<file path="config.mk">
export PLATFORM = sky130hd
export DESIGN_NAME = hpt_walker
export DESIGN_NICKNAME = d
export VERILOG_FILES = /design/src/rtl/hpt_pkg.sv /design/src/rtl/hpt_hash.sv /design/src/rtl/hpt_match.sv /design/src/rtl/hpt_walker.sv
export SDC_FILE = /design/constraint.sdc
export NUM_CORES = 1
export LEC_CHECK = 0
export BUFFER_PORTS_ARGS = -buffer_cell sky130_fd_sc_hd__buf_2
export CELL_PAD_IN_SITES_DETAIL_PLACEMENT = 1
export CELL_PAD_IN_SITES_GLOBAL_PLACEMENT = 1
export CORE_UTILIZATION = 38
export DETAILED_ROUTE_END_ITERATION = 8
export PLACE_DENSITY_LB_ADDON = 0.1
export SYNTH_ARGS = -nofsm -noshare
export SYNTH_HDL_FRONTEND = slang
export SYNTH_HIERARCHICAL = 1
export SYNTH_SLANG_ARGS = --single-unit
export TNS_END_PERCENT = 5
</file>
<file path="constraint.sdc">
create_clock -name clk -period 7.8 [get_ports clk]
set_clock_uncertainty 0.2 [all_clocks]
set_input_delay 0.78 -clock clk [delete_from_list [all_inputs] [get_ports clk]]
set_output_delay 0.78 -clock clk [all_outputs]
set_load 0.005 [all_outputs]
</file>
<file path="src/rtl/hpt_pkg.sv">
package hpt_pkg;
    localparam int WORD_W = 32;
    localparam int VSID_W = 24;
    localparam int PIDX_W = 16;
    localparam int TAG_W  = 6;
    localparam int PG_SH  = 12;

    localparam int W0_VALID = 31;
    localparam int W0_SEC   = 6;
    localparam int W1_REF   = 8;
    localparam int W1_CHG   = 7;

    typedef enum logic [2:0] {
        ST_IDLE,
        ST_RD0,
        ST_W0,
        ST_W1,
        ST_SETR,
        ST_SETC,
        ST_RSP
    } walk_st_e;
endpackage

</file>
<file path="src/rtl/hpt_hash.sv">
module hpt_hash
    import hpt_pkg::*;
#(
    parameter int ADDR_W = 32,
    parameter int HASH_W = 19
) (
    input  logic [VSID_W-1:0] vsid,
    input  logic [31:0]       ea,
    input  logic              second,
    input  logic [ADDR_W-1:0] base,
    input  logic [ADDR_W-1:0] mask,
    output logic [ADDR_W-1:0] group_addr,
    output logic [TAG_W-1:0]  tag
);
    localparam int PAD_W = ADDR_W - HASH_W - 6;

    logic [PIDX_W-1:0] pidx;
    logic [HASH_W-1:0] hash, sel;
    logic [ADDR_W-1:0] off;

    always_comb begin
        pidx       = ea[27:PG_SH];
        hash       = vsid[HASH_W-1:0] ^ HASH_W'(pidx);
        sel        = second ? ~hash : hash;
        off        = {{PAD_W{1'b0}}, sel, 6'b0};
        group_addr = base + (off & mask);
        tag        = pidx[PIDX_W-1 -: TAG_W];
    end
endmodule

</file>
<file path="src/rtl/hpt_match.sv">
module hpt_match
    import hpt_pkg::*;
(
    input  logic [WORD_W-1:0] word0,
    input  logic [VSID_W-1:0] vsid,
    input  logic [TAG_W-1:0]  tag,
    input  logic              second,
    output logic              hit
);
    always_comb begin
        hit = word0[W0_VALID]
            && (word0[W0_SEC] == second)
            && (word0[30:7] == vsid)
            && (word0[TAG_W-1:0] == tag);
    end
endmodule

</file>
<file path="src/rtl/hpt_walker.sv">
module hpt_walker
    import hpt_pkg::*;
#(
    parameter int ADDR_W  = 32,
    parameter int HASH_W  = 19,
    parameter int GROUP_N = 8
) (
    input  logic              clk,
    input  logic              rst_n,
    input  logic [ADDR_W-1:0] tbl_base,
    input  logic [ADDR_W-1:0] tbl_mask,
    input  logic              req_valid,
    output logic              req_ready,
    input  logic [VSID_W-1:0] req_vsid,
    input  logic [31:0]       req_ea,
    input  logic              req_store,
    output logic              mem_rd_en,
    output logic              mem_wr_en,
    output logic [ADDR_W-1:0] mem_addr,
    output logic [7:0]        mem_wbyte,
    input  logic [31:0]       mem_rdata,
    output logic              rsp_valid,
    output logic              rsp_hit,
    output logic [31:0]       rsp_word0,
    output logic [31:0]       rsp_word1,
    output logic [31:0]       rsp_paddr,
    output logic              rsp_wr_ok
);
    localparam int IDX_W = $clog2(GROUP_N);
    localparam logic [IDX_W-1:0] IDX_LAST = IDX_W'(GROUP_N - 1);

    typedef struct packed {
        walk_st_e          st;
        logic              second;
        logic [IDX_W-1:0]  idx;
        logic [VSID_W-1:0] vsid;
        logic [31:0]       ea;
        logic              store;
        logic              hit;
        logic [31:0]       w0;
        logic [31:0]       w1;
    } walk_t;

    walk_t s_d, s_q;

    logic [ADDR_W-1:0] group_addr, entry_addr;
    logic [TAG_W-1:0]  tag;
    logic              w0_hit;

    hpt_hash #(.ADDR_W(ADDR_W), .HASH_W(HASH_W)) u_hash (
        .vsid(s_q.vsid), .ea(s_q.ea), .second(s_q.second),
        .base(tbl_base), .mask(tbl_mask),
        .group_addr(group_addr), .tag(tag)
    );

    hpt_match u_match (
        .word0(mem_rdata), .vsid(s_q.vsid), .tag(tag),
        .second(s_q.second), .hit(w0_hit)
    );

    assign entry_addr = group_addr + ADDR_W'({s_q.idx, 3'b000});

    always_comb begin
        s_d       = s_q;
        mem_rd_en = 1'b0;
        mem_wr_en = 1'b0;
        mem_addr  = entry_addr;
        mem_wbyte = 8'h00;
        unique case (s_q.st)
            ST_IDLE: begin
                if (req_valid) begin
                    s_d.st     = ST_RD0;
                    s_d.second = 1'b0;
                    s_d.idx    = '0;
                    s_d.vsid   = req_vsid;
                    s_d.ea     = req_ea;
                    s_d.store  = req_store;
                    s_d.hit    = 1'b0;
                end
            end
            ST_RD0: begin
                mem_rd_en = 1'b1;
                s_d.st    = ST_W0;
            end
            ST_W0: begin
                s_d.w0 = mem_rdata;
                if (w0_hit) begin
                    mem_rd_en = 1'b1;
                    mem_addr  = entry_addr + ADDR_W'(4);
                    s_d.st    = ST_W1;
                end else if (s_q.idx != IDX_LAST) begin
                    s_d.idx = s_q.idx + 1'b1;
                    s_d.st  = ST_RD0;
                end else if (!s_q.second) begin
                    s_d.second = 1'b1;
                    s_d.idx    = '0;
                    s_d.st     = ST_RD0;
                end else begin
                    s_d.st = ST_RSP;
                end
            end
            ST_W1: begin
                s_d.w1  = mem_rdata;
                s_d.hit = 1'b1;
                if (!mem_rdata[W1_REF])
                    s_d.st = ST_SETR;
                else if (!mem_rdata[W1_CHG] && s_q.store)
                    s_d.st = ST_SETC;
                else
                    s_d.st = ST_RSP;
            end
            ST_SETR: begin
                mem_wr_en = 1'b1;
                mem_addr  = entry_addr + ADDR_W'(6);
                mem_wbyte = {s_q.w1[15:9], 1'b1};
                s_d.st    = (!s_q.w1[W1_CHG] && s_q.store) ? ST_SETC : ST_RSP;
            end
            ST_SETC: begin
                mem_wr_en = 1'b1;
                mem_addr  = entry_addr + ADDR_W'(7);
                mem_wbyte = {1'b1, s_q.w1[6:0]};
                s_d.st    = ST_RSP;
            end
            ST_RSP: begin
                s_d.st = ST_IDLE;
            end
            default: s_d.st = ST_IDLE;
        endcase
    end

    always_ff @(posedge clk) begin
        if (!rst_n) begin
            s_q    <= '0;
            s_q.st <= ST_IDLE;
        end else begin
            s_q <= s_d;
        end
    end

    assign req_ready = (s_q.st == ST_IDLE);
    assign rsp_valid = (s_q.st == ST_RSP);
    assign rsp_hit   = s_q.hit;
    assign rsp_word0 = s_q.w0;
    assign rsp_word1 = s_q.w1;
    assign rsp_paddr = {s_q.w1[31:PG_SH], s_q.ea[PG_SH-1:0]};
    assign rsp_wr_ok = s_q.w1[W1_CHG] | s_q.store;

    assert_one_port_op_R3: assert property (@(posedge clk) disable iff (!rst_n)
        !(mem_rd_en && mem_wr_en));

    assert_word1_follows_word0_R3: assert property (@(posedge clk) disable iff (!rst_n)
        (mem_rd_en && mem_addr[2]) |-> ($past(mem_rd_en) && !$past(mem_addr[2])
                                        && $past(mem_addr) == mem_addr - ADDR_W'(4)));

    assert_ref_byte_R6: assert property (@(posedge clk) disable iff (!rst_n)
        (mem_wr_en && mem_addr[2:0] == 3'd6) |-> mem_wbyte[0]);

    assert_chg_byte_store_R7: assert property (@(posedge clk) disable iff (!rst_n)
        (mem_wr_en && mem_addr[2:0] == 3'd7) |-> (mem_wbyte[7] && s_q.store));

    assert_ready_after_rsp_R1: assert property (@(posedge clk) disable iff (!rst_n)
        rsp_valid |=> (req_ready && !rsp_valid));

    assert_no_write_on_miss_R10: assert property (@(posedge clk) disable iff (!rst_n)
        mem_wr_en |-> (!req_ready && !rsp_valid));
endmodule

</file>
==> results by group <==
Run status
  – Status: completed

Drt
  – Initial drt markers: 567
  – First-pass detailed-route iteration total: 5
  – Final ANT Viol Nets: 0
  – DRC violations left: 0
  – Vias: 9982
  – Drt wl/cell: 19.1 um
  – Vias per std cell: 5.32
  – Detailed Route WL: 35800 um

CTS
  – H-tree depth: 4
  – Total clock sinks: 125
  – Clk root buf: clkbuf_16
  – CTS tree: built
  – Clock Latency Late Sink: 0.42 ns
  – Total CTS buffers: 17
  – Hold Buf Count CTS: 0
  – Post-CTS Setup Inserts: 0
  – Clk buf depth: 2
  – Clk pin slew, worst setup/hold paths: 0.07 ns
  – Post-cts gate resize count: 0

Global route
  – Met3 Use GR: 0.0544
  – Gr usage total: 0.255
  – GRT busiest layer: met2
  – Initial antenna violation count: 13
  – Largest net degree at the start of global routing: 66
  – Vias in the first global route: 9916
  – Gr ovfl total: 0
  – Met1 Track Usage GR: 0.338
  – First-pass GRT wire length: 56100 um
  – Met2 usage: 0.420

Worst setup path
  – Slowest cell on the critical path: nor3_1
  – CP Cell Sequence: xnor2_1 > xnor2_1 > and2_1 > ha_1 > inv_1 > fa_1 > and2b_1 > o2111ai_1 > and2_1 > o21ai_1 > a21oi_1 > xnor2_1 > and4_1 > nand3_2 > nor3_1 > xor2_1 > nand4_1 > nor3_1 > a21oi_1 > a311o_1 > buf_2
  – Critical Path RT: 6.82 ns
  – Worst-case reg-to-reg path depth: 10
  – Crit-path max FO: 9
  – CP arrival: 6.09 ns
  – Most used cell, CP: xnor2_1
  – Worst stage delay on the critical path: 0.52 ns
  – Crit path from: s_q[98]$_SDFFE_PN0P_
  – Critical Path End Type: output pin
  – CP startpoint kind: flop
  – Reg2reg start: s_q[125]$_SDFFE_PN0P_
  – WS Path Type: flop to output pin

Floorplan
  – Core ar.: 26400 sq um
  – Num rows: 59
  – Starting Density: 0.392
  – Top Ports: 298
  – Die area: 27800 sq um
  – Die W: 167 um
  – Die height: 167 um

Timing
  – Slew HR: 0.391
  – Final Slew Violations: 0
  – Setup_tns: 0 ns
  – Hold Fails Final Rpt: 0
  – Actual slew at the worst max-slew pin: 0.914 ns
  – Unrepaired setup endpoints after global routing: false
  – Minimum clock period: 7.07 ns
  – WHS: 0.262 ns
  – Achievable frequency: 141 MHz
  – Fin crit share: 0.907
  – Final setup violating endpoints: 0

Finish
  – Fillers: 3387
  – Area growth syn-to-layout: 14.0%
  – Final nets: 1708
  – Share of cells above drive strength 1: 0.236

Power
  – Clock power share: 0.402
  – Sw Ratio: 0.348
  – Int Pwr: 1.32 mW
  – P_sw: 0.707 mW
  – Peak supply drop: 0.000131 V
  – Total Power: 2.03 mW
  – Pwr Density: 172 nW/um^2
  – LEAKAGE: 4.92 nW
  – Combinational fraction of design power: 0.262
  – Seq pwr share: 0.337

Synth
  – Cell Area, Synth: 10300 sq um
  – Yosys warns: 6
  – Cells after Synth: 1384
  – Syn_area_per_cell: 7.46 sq um
  – Syn nets: 1571

Min path
  – Hold Path Origin: rsp_word0[29]$_SDFFE_PN0P_
  – Worst hold path type: flop to flop
  – Worst hold stages: 2

Place
  – DP HPWL: 27900 um
  – GPL Wtd Cong: 0.859
  – IO buf count: 280

Run
  – Number of max-cap violations: 0
-- path summary, 6_finish.rpt --
| path | endpoint | slack [ns] |
|---|---|---|
| worst max-delay path | mem_addr[30] | 0.73 |
| worst min-delay path | rsp_word0[29]$_SDFFE_PN0P_ | 0.26 |
| worst max register to register | s_q[122]$_SDFFE_PN0P_ | 5.14 |
| worst min register to register | rsp_word0[29]$_SDFFE_PN0P_ | 0.26 |
-- power by group through the flow --
stage | sequential [mW] | clock, mW | combinational, mW
after detailed placement | 0.698 | 0 | 0.525
after CTS | 0.684 | 0.836 | 0.528
after global routing | 0.686 | 0.861 | 0.581
after floorplan | 0.689 | 0 | 0.360
final | 0.684 | 0.816 | 0.531
after global placement | 0.697 | 0 | 0.515
-- critical path: cells and delay by family, from the launching register on --
| family | cells | cell delay [ns] |
|---|---|---|
| AND/OR/NAND/NOR | 8 | 2.37 |
| AO/OA/AOI/OAI | 5 | 1.01 |
| XOR/XNOR | 4 | 1.08 |
| flip-flops | 1 | 0.42 |
| buffers and inverters | 2 | 0.19 |
| adder cells (fa/ha/maj) | 2 | 0.57 |
-- area by class of cell --
type,count,area [sq um],area share
repair buffers,294,1510,0.128
clock buffers,17,425,0.0361
multi-input cells,1051,6620,0.562
diodes,7,17.5,0.00149
clock inverters,15,165,0.0140
flip-flops and latches,125,2500,0.213
well taps,335,419,0.0356
inverters,32,120,0.0102
-- layer usage --
metal,part of all wire,vias up
li1,-,4947
met1,0.47,4731
met2,0.46,256
met3,0.054,38
met4,0.014,10
met5,0.0013,-
-- metrics by stage --
step | cell area, sq um | util | setup slack, ns | cells
floorplan | 10300 | - | 1.64 | 1384
global placement | 11200 | 0.424 | 1.21 | 1837
detailed placement | 11200 | 0.424 | 1.10 | 1837
CTS | 11800 | 0.446 | 0.760 | 1869
global route | 11800 | 0.447 | 0.124 | 1874
finish | 11800 | 0.447 | 0.727 | 1876
-- placed cells by master, fill, tap and decap left out, types with 9 or more instances in the layout --
cell type / count
and2_1: 26
mux2i_1: 12
nand4_1: 15
buf_2: 279
ha_1: 29
a21oi_1: 55
and3_1: 13
a22oi_1: 10
nor2_1: 71
xnor2_1: 79
nor3_1: 17
a21o_1: 13
nand2_1: 293
nand3_1: 24
inv_1: 30
buf_4: 15
nor4_1: 17
xor2_1: 52
nor2b_1: 9
dfxtp_1: 125
a21boi_0: 118
o21ai_0: 33
clkbuf_16: 17
-- sequential cells by signal (all words and copies together) (netlist names) --
register   count
s_q           48
rsp_paddr     12
rsp_word0     32
rsp_hit        1
rsp_word1     32
No activity file was read; power rests on OpenSTA's default activity.
